$ cat config.mk
export PLATFORM = sky130hd
export DESIGN_NAME = casc_irq_ack
export DESIGN_NICKNAME = d
export VERILOG_FILES = /design/src/rtl/casc_irq_ack.sv
export SDC_FILE = /design/constraint.sdc
export NUM_CORES = 1
export LEC_CHECK = 0
export BUFFER_PORTS_ARGS = -buffer_cell sky130_fd_sc_hd__buf_4
export CAP_MARGIN = 20
export CORE_MARGIN = 8
export CORE_UTILIZATION = 55
export CTS_CLUSTER_SIZE = 24
export DETAILED_ROUTE_END_ITERATION = 6
export PLACE_DENSITY = 0.82
export SYNTH_ARGS = -nofsm -noshare
export SYNTH_HDL_FRONTEND = slang
export SYNTH_SLANG_ARGS = --single-unit
$ cat constraint.sdc
create_clock -name clk -period 9.13 [get_ports clk]
set_input_delay 1.3695 -clock clk [delete_from_list [all_inputs] [get_ports clk]]
set_output_delay 1.3695 -clock clk [all_outputs]
set_load 0.005 [all_outputs]
$ cat src/rtl/casc_irq_ack.sv
module casc_irq_ack #(
  parameter logic [7:0] MST_KEEP = 8'hF8,
  parameter logic [7:0] SLV_KEEP = 8'hDE,
  parameter int         CAS_LINE = 2
) (
  input  logic        clk,
  input  logic        rst_n,
  input  logic [15:0] irq_in,
  input  logic        ack,
  input  logic        trig_we,
  input  logic        trig_sel,
  input  logic [7:0]  trig_wdata,
  output logic [7:0]  trig_rdata,
  input  logic [4:0]  mst_base,
  input  logic [4:0]  slv_base,
  input  logic [7:0]  mst_mask,
  input  logic [7:0]  slv_mask,
  input  logic        aeoi,
  input  logic        rot_aeoi,
  output logic        cpu_int,
  output logic [7:0]  vec,
  output logic        vec_vld
);
  localparam logic [7:0] CAS_BIT = 8'(1) << CAS_LINE;
  localparam logic [2:0] CAS_IDX = 3'(CAS_LINE);

  function automatic logic [3:0] rank_of(input logic [7:0] m, input logic [2:0] r);
    logic [15:0] d;
    rank_of = 4'd8;
    d = {m, m} >> r;
    for (int i = 7; i >= 0; i--)
      if (d[i]) rank_of = 4'(i);
  endfunction

  logic [7:0] m_irr, m_isr, m_trg, m_prev;
  logic [7:0] s_irr, s_isr, s_trg, s_prev;
  logic [2:0] m_rot, s_rot;

  logic [7:0] m_in, s_in, m_req;
  logic [3:0] m_p, m_cur, s_p, s_cur;
  logic [2:0] m_ln, s_ln;
  logic       s_int, m_take, s_take;
  logic [7:0] m_bit, s_bit, m_clr, s_clr, m_rise, s_rise;

  assign m_in  = irq_in[7:0] & ~CAS_BIT;
  assign s_in  = irq_in[15:8];
  assign m_rise = m_in & ~m_prev;
  assign s_rise = s_in & ~s_prev;

  assign s_p   = rank_of(s_irr & ~slv_mask, s_rot);
  assign s_cur = rank_of(s_isr, s_rot);
  assign s_int = s_p < s_cur;
  assign s_ln  = s_p[2:0] + s_rot;

  assign m_req = (m_irr & ~CAS_BIT) | (s_int ? CAS_BIT : 8'h00);
  assign m_p   = rank_of(m_req & ~mst_mask, m_rot);
  assign m_cur = rank_of(m_isr, m_rot);
  assign cpu_int = m_p < m_cur;
  assign m_ln  = m_p[2:0] + m_rot;

  assign m_take = ack && cpu_int;
  assign s_take = m_take && (m_ln == CAS_IDX) && s_int;
  assign m_bit  = 8'(1) << m_ln;
  assign s_bit  = 8'(1) << s_ln;
  assign m_clr  = m_take ? (m_bit & ~m_trg) : 8'h00;
  assign s_clr  = s_take ? (s_bit & ~s_trg) : 8'h00;

  assign trig_rdata = trig_sel ? (s_trg & SLV_KEEP) : (m_trg & MST_KEEP);

  always_ff @(posedge clk or negedge rst_n) begin
    if (!rst_n) begin
      m_irr <= '0; m_isr <= '0; m_prev <= '0; m_rot <= '0;
      s_irr <= '0; s_isr <= '0; s_prev <= '0; s_rot <= '0;
      m_trg <= CAS_BIT; s_trg <= '0;
      vec <= '0; vec_vld <= 1'b0;
    end else begin
      m_prev <= m_in;
      s_prev <= s_in;
      m_irr  <= (m_trg & m_in) | (~m_trg & ((m_irr & ~m_clr) | m_rise));
      s_irr  <= (s_trg & s_in) | (~s_trg & ((s_irr & ~s_clr) | s_rise));
      if (m_take) begin
        if (!aeoi) m_isr <= m_isr | m_bit;
        else if (rot_aeoi) m_rot <= m_ln + 3'd1;
      end
      if (s_take) begin
        if (!aeoi) s_isr <= s_isr | s_bit;
        else if (rot_aeoi) s_rot <= s_ln + 3'd1;
      end
      if (trig_we) begin
        if (trig_sel) s_trg <= trig_wdata & SLV_KEEP;
        else          m_trg <= (trig_wdata & MST_KEEP) | CAS_BIT;
      end
      vec_vld <= m_take;
      if (m_take) vec <= s_take ? {slv_base, s_ln} : {mst_base, m_ln};
    end
  end


  idle_ack_chk: assert property (@(posedge clk) disable iff (!rst_n)
    (ack && !cpu_int) |=> !vec_vld);

  isr_set_chk: assert property (@(posedge clk) disable iff (!rst_n)
    (ack && cpu_int && !aeoi) |=> m_isr[$past(m_ln)]);

  rot_upd_chk: assert property (@(posedge clk) disable iff (!rst_n)
    (ack && cpu_int && aeoi && rot_aeoi) |=> (m_rot == $past(m_ln) + 3'd1));

  cascade_vec_chk: assert property (@(posedge clk) disable iff (!rst_n)
    (ack && cpu_int && m_ln == CAS_IDX) |=> (vec_vld && vec[7:3] == $past(slv_base)));

  edge_clear_chk: assert property (@(posedge clk) disable iff (!rst_n)
    (ack && cpu_int && m_ln != CAS_IDX && !m_trg[m_ln] && !m_rise[m_ln])
      |=> !m_irr[$past(m_ln)]);
endmodule

==> results.py <==
metrics = {
    "run_status": {
        "run_status": "complete, no violations",
    },
    "synth": {
        "sequential_element_share_of_the_synthesized_area": 0.3334,
        "synth-edff-count": 0,
        "postSynthRegisterBits": 72,
        "synth-async-reset-ratio": 1.000,
        "postSynthAreaPerCell_um2": 9.989,
        "synth.net_count": 620,
        "synth_area_leaders": "dfrtp_1, mux2_2, mux4_2, ha_1, mux2i_1",
        "ys.warnings.count": 0,
        "netlist_instances": 541,
        "synthesis.area_mm2": 0.005404,
        "synth_ff_type": "dfrtp_1",
        "netlist.top_cell.by_area": "dfrtp_1",
        "post-synth-top-area-fraction": 0.3334,
        "ys_types": 79,
    },
    "worst_setup_path": {
        "maximum_net_fanout_on_the_critical_path": 15,
        "critPathCaptureType": "flip-flop",
        "worstPathArrival_ps": 8370,
        "worst_setup_path_start_kind": "input port",
        "worst-endpoint-required_ps": 9360,
        "criticalPathCategory": "input port to flip-flop",
    },
    "clock_tree": {
        "clk_latency_ps": 350,
        "cts.repair_timing.setup_buffer_count": 0,
        "ctsResizeCount": 0,
        "cts-root-to-sink-buffers": 2,
        "clk_pin_slew_ps": 70,
        "post_cts_hold_buffer_count": 0,
        "cts_sinks": 72,
        "tritoncts": "built",
        "clock_tree.root_cell": "clkbuf_8",
        "cts_inserted_buffers": 9,
        "cts-htree-levels": 3,
    },
    "floorplanning": {
        "dieArea_mm2": 0.01325,
        "coreArea_mm2": 0.009639,
        "floorplan.rows": 36,
        "die_w_um": 115.1,
        "ioPinCount": 75,
        "start_util": 0.5606,
        "chipHeight_um": 115.1,
    },
    "drt": {
        "ant_nets": 0,
        "drtPass1Iterations": 5,
        "first_iter_violations": 360,
        "top_layer": "met4",
        "drc_violation_count_after_routing": 0,
        "detailroute.via_count": 4427,
        "routed-wl-met2_um": 6420,
        "route.detailed.vias_per_inst": 6.015,
        "wl_met1_um": 5858,
        "routed_wire_length_per_instance_um": 17.78,
        "detail_route.wirelength_um": 13090,
        "detailroute.wirelength.met3_um": 624,
    },
    "final_layout": {
        "fill_cells": 806,
        "drive_above_1_share": 0.2670,
        "antenna_cells_inserted": 0,
        "fin_nets": 677,
        "multiInputGateArea_mm2": 0.003271,
        "flow.area_growth_from_synthesis_pct": 14.36,
        "seqCellArea_mm2": 0.001802,
        "post-route-util": 0.6411,
    },
    "global_route": {
        "largest_net_degree_at_the_start_of_global_routing": 73,
        "grt_antenna_before_repair": 0,
        "globalRouteTotalUtil": 0.2076,
        "first_global_vias": 4610,
        "grt_pass1_wl_um": 22050,
        "gr-total-overflow": 0,
    },
    "timing": {
        "timing.clock.skew_ps": 6.461,
        "max_freq_mhz": 122.9,
        "finalHoldViolations": 0,
        "worst_slew_pin_slew_ps": 1053,
        "final_max_slew_viol_count": 0,
        "period_share": 0.8914,
        "setup-violations-final": 0,
        "rsz0062_at_grt": "false",
        "fin_setup_tns_ps": 0,
        "maxSlewHeadroom": 0.2980,
        "time_the_worst_path_needs_with_i_o_delays_and_setup_ps": 8139,
    },
    "placed_design": {
        "place.gp.congestion": 0.8732,
        "dp.final_hpwl_um": 10030,
        "portBuffers": 71,
    },
    "hold_path": {
        "worst_hold_class": "flip-flop to flip-flop",
    },
    "flow_run": {
        "timing.max_cap.violations": 0,
    },
}
layout make-up:
cell class                      instances  share of cell area
Clock buffer                           11             0.02126
Sequential cell                        72              0.2916
Clock inverter                          5             0.01316
Inverter                               48             0.02916
Timing Repair Buffer                   73             0.08868
Multi-Input combinational cell        394              0.5293
Tap cell                              133             0.02693
cells in the mapped netlist, drive strengths merged, types with 8 or more instances:
cell,count
nand2b,20
buf,14
mux2,40
mux2i,23
inv,48
nor2b,14
dfrtp,72
a21oi,19
nand2,29
and2,8
a211oi,17
ha,20
clkbuf,13
o21ai,45
nor3,8
nor2,24
a31o,11
mux4,15
layout by cell type, fill, tap and decap left out, drive strengths merged, types with 14 or more instances in the layout:
cell,Yosys,final
nand2b,20,20
dfrtp,72,72
nor2b,14,14
buf,14,73
nor2,24,24
inv,48,48
nand2,29,29
mux2,40,40
ha,20,20
mux4,15,15
a211oi,17,17
o21ai,45,45
a21oi,19,19
mux2i,23,23
routing by layer:
layer | global-route usage | vias to the layer above
met2 | 0.3449 | 132
li1 | - | 2118
met1 | 0.2626 | 2158
met3 | 0.03992 | 19
met4 | 0.07706 | 0
met5 | 0 | -
critical path: stages:
cell,delay (ps)
buf_4,90
and4b_1,190
or4_1,520
mux2_2,310
a211o_1,290
nand2b_1,160
nand4_1,170
inv_1,70
ha_1,320
and3_1,210
a211o_1,280
or2_1,370
o41ai_4,410
nand3_1,160
a311oi_2,380
o21ai_0,180
and2_1,200
ha_1,190
fa_1,550
ha_1,240
inv_1,90
nor3_1,290
nand3b_1,560
mux2_2,490
mux2_1,290
registers in the layout, indices dropped and copies added (netlist names), 3 cells and up:
signal and flops:
s_isr 8, m_trg 5, m_isr 8, m_rot 3, vec 8, s_rot 3
m_irr 7, s_trg 6, s_prev 8, s_irr 8, m_prev 7
cell families (layout without fill, tap and decap cells):
group,Yosys count,after routing,share of synthesized area
fa+ha+maj,22,22,0.05372
buf+inv,75,137,0.06136
mux,78,78,0.1899
xor+xnor,2,2,0.003242
flops,72,72,0.3334
other cells,1,1,0.0006939
compound gates,146,146,0.2026
simple gates,145,145,0.1551
per-stage QoR:
| stage | hold WS [ps] | std cells | instance area, µm² | setup WS, ps |
|---|---|---|---|---|
| floorplan | 409.4 | 541 | 5404 | 1461 |
| global placement | 414.8 | 720 | 5967 | 906.3 |
| detailed placement | 426.3 | 720 | 5967 | 699.6 |
| CTS | 436.5 | 736 | 6180 | 1053 |
| global route | 441.6 | 736 | 6180 | 525.3 |
| finish | 433.1 | 736 | 6180 | 991.1 |
worst paths after layout:
kind,slack (ps),start,cells past startpoint,end
worst min register to register,430,s_prev[0]$_DFF_PN0_,1,s_irr[0]$_DFF_PN0_
min in group asynchronous,1140,rst_n,1,s_trg[1]$_DFFE_PN0P_
worst min-delay path,430,s_prev[0]$_DFF_PN0_,1,s_irr[0]$_DFF_PN0_
worst max-delay path,990,slv_mask[3],25,vec[6]$_DFFE_PN0P_
max in group asynchronous,7410,rst_n,1,m_irr[5]$_DFF_PN0_
worst max register to register,1100,s_rot[2]$_DFFE_PN0P_,24,vec[6]$_DFFE_PN0P_
Power is left out: the tool's default activity adds up to more than one toggle a clock period on the data nets, which glitch-free logic cannot reach.
